`config.mk`:
```
export PLATFORM = sky130hd
export DESIGN_NAME = vupper_tracker
export DESIGN_NICKNAME = d
export VERILOG_FILES = /design/src/rtl/vut_pkg.sv /design/src/rtl/vut_state_fsm.sv /design/src/rtl/vut_stall_timer.sv /design/src/rtl/vut_sat_count.sv /design/src/rtl/vupper_tracker.sv
export SDC_FILE = /design/constraint.sdc
export NUM_CORES = 1
export LEC_CHECK = 0
export ABC_CLOCK_PERIOD_IN_PS = 2200
export BUFFER_PORTS_ARGS = -buffer_cell sky130_fd_sc_hd__buf_4
export CORE_ASPECT_RATIO = 1.1
export CORE_UTILIZATION = 45
export CTS_BUF_LIST = sky130_fd_sc_hd__clkbuf_8
export DETAILED_ROUTE_END_ITERATION = 12
export MAX_ROUTING_LAYER = met4
export PLACE_DENSITY = 0.69
export SLEW_MARGIN = 20
export SYNTH_ARGS = -nofsm -noshare
export SYNTH_HDL_FRONTEND = slang
export SYNTH_SLANG_ARGS = --single-unit
```
`constraint.sdc`:
```
create_clock -name clk -period 2.2 [get_ports clk]
set_clock_uncertainty 0.15 [all_clocks]
set_input_delay 0.33 -clock clk [delete_from_list [all_inputs] [get_ports clk]]
set_output_delay 0.33 -clock clk [all_outputs]
set_load 0.02 [all_outputs]
```
`src/rtl/vut_pkg.sv`:
```
package vut_pkg;

    typedef enum logic [1:0] {
        ST_CLEAN = 2'b00,
        ST_SAVED = 2'b01,
        ST_DIRTY = 2'b10
    } upper_state_t;

    typedef enum logic [2:0] {
        CL_OTHER   = 3'b000,
        CL_WIDE    = 3'b001,
        CL_NARROW  = 3'b010,
        CL_ZEROUP  = 3'b011,
        CL_SAVE    = 3'b100,
        CL_RESTORE = 3'b101
    } insn_class_t;

endpackage

```
`src/rtl/vut_state_fsm.sv`:
```
module vut_state_fsm
    import vut_pkg::*;
(
    input  logic         clk,
    input  logic         rst_n,
    input  logic         accept,
    input  logic [2:0]   cls,
    output upper_state_t state,
    output logic         penalty
);

    upper_state_t state_nxt;

    // state register
    always_ff @(posedge clk) begin
        if (!rst_n) state <= ST_CLEAN;
        else        state <= state_nxt;
    end

    // next state
    always_comb begin
        state_nxt = state;
        if (accept) begin
            unique case (cls)
                CL_WIDE:   state_nxt = ST_DIRTY;
                CL_ZEROUP: state_nxt = ST_CLEAN;
                CL_SAVE, CL_RESTORE: begin
                    unique case (state)
                        ST_CLEAN: state_nxt = ST_CLEAN;
                        default:  state_nxt = ST_SAVED;
                    endcase
                end
                default:   state_nxt = state;
            endcase
        end
    end

    // outputs
    always_comb begin
        penalty = accept && (cls == CL_NARROW) && (state == ST_DIRTY);
    end

    assert_wide_dirty_R2: assert property (@(posedge clk) disable iff (!rst_n)
        (accept && cls == CL_WIDE) |=> (state == ST_DIRTY));

    assert_zero_clean_R3: assert property (@(posedge clk) disable iff (!rst_n)
        (accept && cls == CL_ZEROUP) |=> (state == ST_CLEAN));

    assert_save_from_dirty_R4: assert property (@(posedge clk) disable iff (!rst_n)
        (accept && (cls == CL_SAVE || cls == CL_RESTORE) && state == ST_DIRTY) |=> (state == ST_SAVED));

    assert_hold_idle_R5: assert property (@(posedge clk) disable iff (!rst_n)
        (!accept) |=> $stable(state));

endmodule

```
`src/rtl/vut_stall_timer.sv`:
```
module vut_stall_timer #(
    parameter int PENALTY_CYCLES = 4
) (
    input  logic clk,
    input  logic rst_n,
    input  logic start,
    output logic stall
);

    localparam int CW = $clog2(PENALTY_CYCLES + 1);
    localparam logic [CW-1:0] LOAD = CW'(PENALTY_CYCLES);

    logic [CW-1:0] left;

    always_ff @(posedge clk) begin
        if (!rst_n)           left <= '0;
        else if (start)       left <= LOAD;
        else if (left != '0)  left <= left - 1'b1;
    end

    always_comb stall = (left != '0);

    assert_start_stalls_R7: assert property (@(posedge clk) disable iff (!rst_n)
        start |=> stall);

    assert_no_start_in_stall_R8: assert property (@(posedge clk) disable iff (!rst_n)
        stall |-> !start);

endmodule

```
`src/rtl/vut_sat_count.sv`:
```
module vut_sat_count #(
    parameter int COUNT_W = 16
) (
    input  logic               clk,
    input  logic               rst_n,
    input  logic               inc,
    output logic [COUNT_W-1:0] count
);

    localparam logic [COUNT_W-1:0] TOP = '1;

    always_ff @(posedge clk) begin
        if (!rst_n)                    count <= '0;
        else if (inc && count != TOP)  count <= count + 1'b1;
    end

    assert_count_step_R10: assert property (@(posedge clk) disable iff (!rst_n)
        (inc && count != TOP) |=> (count == $past(count) + 1'b1));

    assert_count_sat_R10: assert property (@(posedge clk) disable iff (!rst_n)
        (count == TOP) |=> (count == TOP));

    assert_count_quiet_R10: assert property (@(posedge clk) disable iff (!rst_n)
        (!inc) |=> $stable(count));

endmodule

```
`src/rtl/vupper_tracker.sv`:
```
module vupper_tracker
    import vut_pkg::*;
#(
    parameter int PENALTY_CYCLES = 4,
    parameter int COUNT_W        = 16
) (
    input  logic               clk,
    input  logic               rst_n,
    input  logic               retire_valid,
    input  logic [2:0]         retire_class,
    output logic               stall,
    output logic               penalty_req,
    output logic [1:0]         upper_state,
    output logic [COUNT_W-1:0] penalty_count
);

    logic         accept;
    upper_state_t st;

    always_comb accept = retire_valid && !stall;

    vut_state_fsm u_fsm (
        .clk     (clk),
        .rst_n   (rst_n),
        .accept  (accept),
        .cls     (retire_class),
        .state   (st),
        .penalty (penalty_req)
    );

    vut_stall_timer #(.PENALTY_CYCLES(PENALTY_CYCLES)) u_stall (
        .clk   (clk),
        .rst_n (rst_n),
        .start (penalty_req),
        .stall (stall)
    );

    vut_sat_count #(.COUNT_W(COUNT_W)) u_cnt (
        .clk   (clk),
        .rst_n (rst_n),
        .inc   (penalty_req),
        .count (penalty_count)
    );

    always_comb upper_state = st;

    assert_stall_freeze_R8: assert property (@(posedge clk) disable iff (!rst_n)
        stall |=> $stable(upper_state));

    assert_no_pen_in_stall_R8: assert property (@(posedge clk) disable iff (!rst_n)
        stall |-> !penalty_req);

    assert_pen_keeps_dirty_R9: assert property (@(posedge clk) disable iff (!rst_n)
        penalty_req |=> (upper_state == 2'b10));

endmodule

```
Word-level counts from Yosys, hierarchy flattened
Cells that the tools add are included.
{"block": "op_classes", "n_addsub": 2, "eq_ne": 7, "mux": 4, "bitwise_logic": 1, "reduce_logical": 12}
{"operator": "16-bit by 1-bit adder with 16-bit output (second input constant)", "n": 1}
{"operator": "16-bit inequality test (second input constant)", "n": 1}
{"operator": "3-bit by 2-bit equality test with 1-bit output (second input constant)", "n": 2}
{"operator": "3-bit equality test (second input constant)", "n": 2}
{"operator": "3-bit two-way mux", "n": 2}
{"operator": "2-bit case mux with 3 select lines", "n": 1}
{"operator": "3-bit nonzero test", "n": 2}
{"operator": "1-bit logical AND", "n": 4}
{"operator": "2-bit OR reduction", "n": 2}
{"operator": "3-bit by 1-bit equality test with 1-bit output (second input constant)", "n": 1}
{"operator": "3-bit by 1-bit subtractor with 3-bit output (second input constant)", "n": 1}
{"operator": "2-bit equality test (second input constant)", "n": 1}
{"operator": "2-bit logical NOT", "n": 1}
{"operator": "2-bit AND reduction", "n": 1}
{"operator": "2-bit nonzero test", "n": 1}
{"operator": "1-bit logical NOT", "n": 1}
{"operator": "1-bit two-way mux", "n": 1}
{"operator": "1-bit inverter", "n": 1}
{"block": "totals", "ff_bits": 21, "input_bits": 6, "output_inout_bits": 20, "elab_cells": 30}

Longest topological paths before layout
{"block": "logic_depth", "ltp_word": 6, "depth_mapped": 10, "ltp_nobuf": 8}

Hierarchy
Synthesis repeated with hierarchy kept, for this count alone.
{"block": "hier_totals", "hier_cells": 131, "hier_area_um2": 1139.8}
{"module": "vut_sat_count", "instances": 1, "cells_each": 97, "area_per_inst_um2": 837.1, "seq_area_each_um2": 320.3}
{"module": "vut_stall_timer", "instances": 1, "cells_each": 18, "area_per_inst_um2": 167.7, "seq_area_each_um2": 60.1}
{"module": "vut_state_fsm", "instances": 1, "cells_each": 15, "area_per_inst_um2": 121.4, "seq_area_each_um2": 40.0}
{"module": "vupper_tracker", "instances": 1, "cells_each": 1, "area_per_inst_um2": 13.8, "seq_area_each_um2": 0.0}

Worst setup path before layout
No wires, ideal clock.
{"block": "synth_path", "path_kind": "flip-flop to output port", "from": "reg u_stall.left[0]", "to": "out penalty_req", "t_arrival_ns": 1.651, "required_ns": 1.720, "setup_slack_ns": 0.069, "path_stages_with_launch": 9, "n_path_buf": 2, "cell_sequence": "dfxtp_1 -> inv_1 -> ha_1 -> ha_1 -> buf_2 -> and3_1 -> nand2_1 -> clkbuf_1 -> inv_1"}
{"block": "synth_via", "elab_chain_len": 5}
{"element": "start: declaration", "line_no": "vut_stall_timer.sv:13", "text": "logic [CW-1:0] left;"}
{"element": "start signal: assignment", "line_no": "vut_stall_timer.sv:18", "text": "else if (left != '0) left <= left - 1'b1;"}
{"element": "3-bit nonzero test", "line_no": "vut_stall_timer.sv:21", "text": "always_comb stall = (left != '0);"}
{"element": "1-bit logical NOT", "line_no": "vupper_tracker.sv:20", "text": "always_comb accept = retire_valid && !stall;"}
{"element": "1-bit logical AND", "line_no": "vupper_tracker.sv:20"}
{"element": "1-bit logical AND (2 in a row)", "line_no": "vut_state_fsm.sv:40", "text": "penalty = accept && (cls == CL_NARROW) && (state == ST_DIRTY);"}
{"element": "end: declaration", "line_no": "vupper_tracker.sv:12", "text": "output logic penalty_req,"}
Every way passes these cells.

Worst setup path after layout
{"block": "layout_path", "from": "reg u_stall.left[1]", "to": "out penalty_req"}
Same word-level chain as after synthesis.

==> impl_metrics.tcl <==
set metrics [dict create \
    status "finished clean" \
    viasPerCell 5.89 \
    ant_nets 0 \
    clk-insertion-delay-late_ps 250 \
    synth_area_leader_cell "dfxtp_1" \
    final_max_slew_viol_count 0 \
    grt_pass1_wl_mm 4.35 \
    max-cap-violations 0 \
    ir_drop_v 0.000531 \
    placed_cells 185 \
    critPathArrivalTime_ps 1620 \
    setup_violations 0 \
    antenna_found_initial 0 \
    firstDrtPassIters 4 \
    power_leakage_nw 0.573 \
    cp.required_ps 1720 \
    synth_top_area_share 0.374 \
    first_global_vias 983 \
    path_max_fanout 16 \
    fin_setup_tns_ps 0 \
    track_usage 0.218 \
    drt-total-wl_mm 2.77 \
    hold_violations 0 \
    crit_path_end_kind "primary output" \
    cts_hold_buf 0 \
    die_h_um 54.4 \
    synth.area.top_cells "dfxtp_1 37%, a21oi_1 7.6%, o31ai_1 6.7%, or4_1 6.0%, ha_1 4.4%" \
    dp_hpwl_mm 1.91 \
    synth_edf_count 0 \
    ys_async_sr_fraction 0 \
    drive_above_1_share 0.294 \
    layout.nets 174 \
    startpoint_type "register" \
    clk_pin_slew_worst_paths_ps 70 \
    die_area_um2 2700 \
    finalCritPeriodShare 0.955 \
    ys_warn_count 0 \
    cts_tree "done" \
    vias 1136 \
    tightest_slew_ps 445 \
    top_level_ports 26 \
    synth_ff_type "dfxtp_1" \
    floorplan.initialDensity 0.490 \
    ys_ff_latch 21 \
    cts_made_buffers 3 \
    avgSynthCellArea_um2 8.59 \
    numPortBuffers 25 \
    powerDensity_nw_per_um2 598 \
    slew_headroom 0.702 \
    synth_nets 141 \
    final_cells 193 \
    cts_root_buffer "clkbuf_8" \
    clock_sinks 21 \
    synth.distinct_cells 32 \
    path_class "register to primary output" \
    routabilityCongestion 0.787 \
    fmax_mhz 476 \
    syn_inst 131 \
    die_w_um 49.7 \
    diodes 0 \
    rsz0062_at_grt "no" \
    hold_path.class "primary input to register" \
    routedWlPerCell_um 14.3 \
    synth_area_um2 1120 \
    cts_max_level 1 \
    drc_errors 0 \
    drt_iter0_markers 14 \
    fin_crit_ps 2100 \
    core-area_um2 2300 \
    overflow 0 \
    syn2layout_area_growth_pct 32.3 \
    seq_area_frac_synth 0.374 \
    grt_max_degree 18 \
    final_common_cell "buf_4" \
    num_rows 18 \
    clockBufferDepth 2 \
    most-common-layout-cells "32 x buf_4, 20 x dfxtp_1, 16 x a21oi_1" \
]
## state kept, by name, indices dropped and copies added (netlist names)
name          count
u_fsm.state       2
u_stall.left      3
u_cnt.count      16
## cell families (layout without fill, tap and decap cells)
| logic type | Yosys count | count (layout) | share of synthesized area |
|---|---|---|---|
| AO/OA/AOI/OAI | 38 | 38 | 0.208 |
| XOR/XNOR | 1 | 1 | 0.00779 |
| adder cells (fa/ha/maj) | 4 | 4 | 0.0445 |
| buffers and inverters | 16 | 48 | 0.0656 |
| flip-flops | 21 | 21 | 0.374 |
| multiplexers | 1 | 1 | 0.00890 |
| AND/OR/NAND/NOR | 50 | 50 | 0.291 |
## where the power goes
group          internal (mW)  leakage (nW)  total, mW  switching (mW)
clock                  0.124        0.0269      0.245           0.121
sequential             0.399         0.170      0.409          0.0102
combinational          0.107         0.376      0.235           0.129
## critical path, cell delays in order, from the launching register on
cell and delay (ps):
dfxtp_1 330, inv_1 50, ha_2 200, ha_4 160
and3_4 200, buf_12 130, nand2_8 90, inv_2 40
buf_4 150
## stage by stage
step / worst slack (ps) / power, mW / utilization / hold WS [ps] / cell area, um2
floorplan: 69.3 / 0.547 / - / 304 / 1120
global placement: 95.9 / 0.606 / 0.588 / 316 / 1350
detailed placement: -34.9 / 0.624 / 0.588 / 329 / 1350
CTS: 23.7 / 0.870 / 0.619 / 189 / 1420
global route: 15.7 / 0.927 / 0.648 / 187 / 1490
finish: 99.2 / 0.890 / 0.648 / 193 / 1490
## final cells by class
class / instances / area, um2
clock buffers: 3 / 41.3
clock inverters: 1 / 3.75
fillers: 207 / 810
inverters: 10 / 37.5
multi-input cells: 94 / 674
flip-flops and latches: 21 / 422
well taps: 30 / 37.5
repair buffers: 34 / 272
## what timing repair did
item / in CTS / in global routing
pin swaps: 1 / 5
buffers inserted: 2 / 2
endpoints found under the setup margin: 10 / 7
gates resized for setup: 4 / 9
gates cloned: 0 / 0
## synthesized netlist by cell type (all sizes together), types with 2 or more instances
library cell  instances
inv                   9
or3                   3
and4                  4
o31ai                10
ha                    4
and3                  2
clkbuf                2
o21ai                 5
dfxtp                21
nand3                 5
or4                   9
buf                   4
nand4                 8
nand3b                2
nand2                 9
a21oi                17
nor2                  5
## per-layer routing
metal,vias up,share of wire,global-route usage
li1,568,-,-
met1,545,0.47,0.263
met2,21,0.50,0.376
met3,2,0.025,0.0250
met4,0,0.0069,0.0857
met5,-,0,-
## path summary, 6_finish.rpt
kind,startpoint,endpoint,slack [ps],cells past startpoint
worst min-delay path,rst_n,u_cnt.count[12],190,2
worst max register to register,u_stall.left[0],u_cnt.count[15],120,8
worst min register to register,u_stall.left[1],u_stall.left[1],350,2
worst max-delay path,u_stall.left[1],penalty_req,100,8
Note: power is estimated with default switching activity, not from simulation.
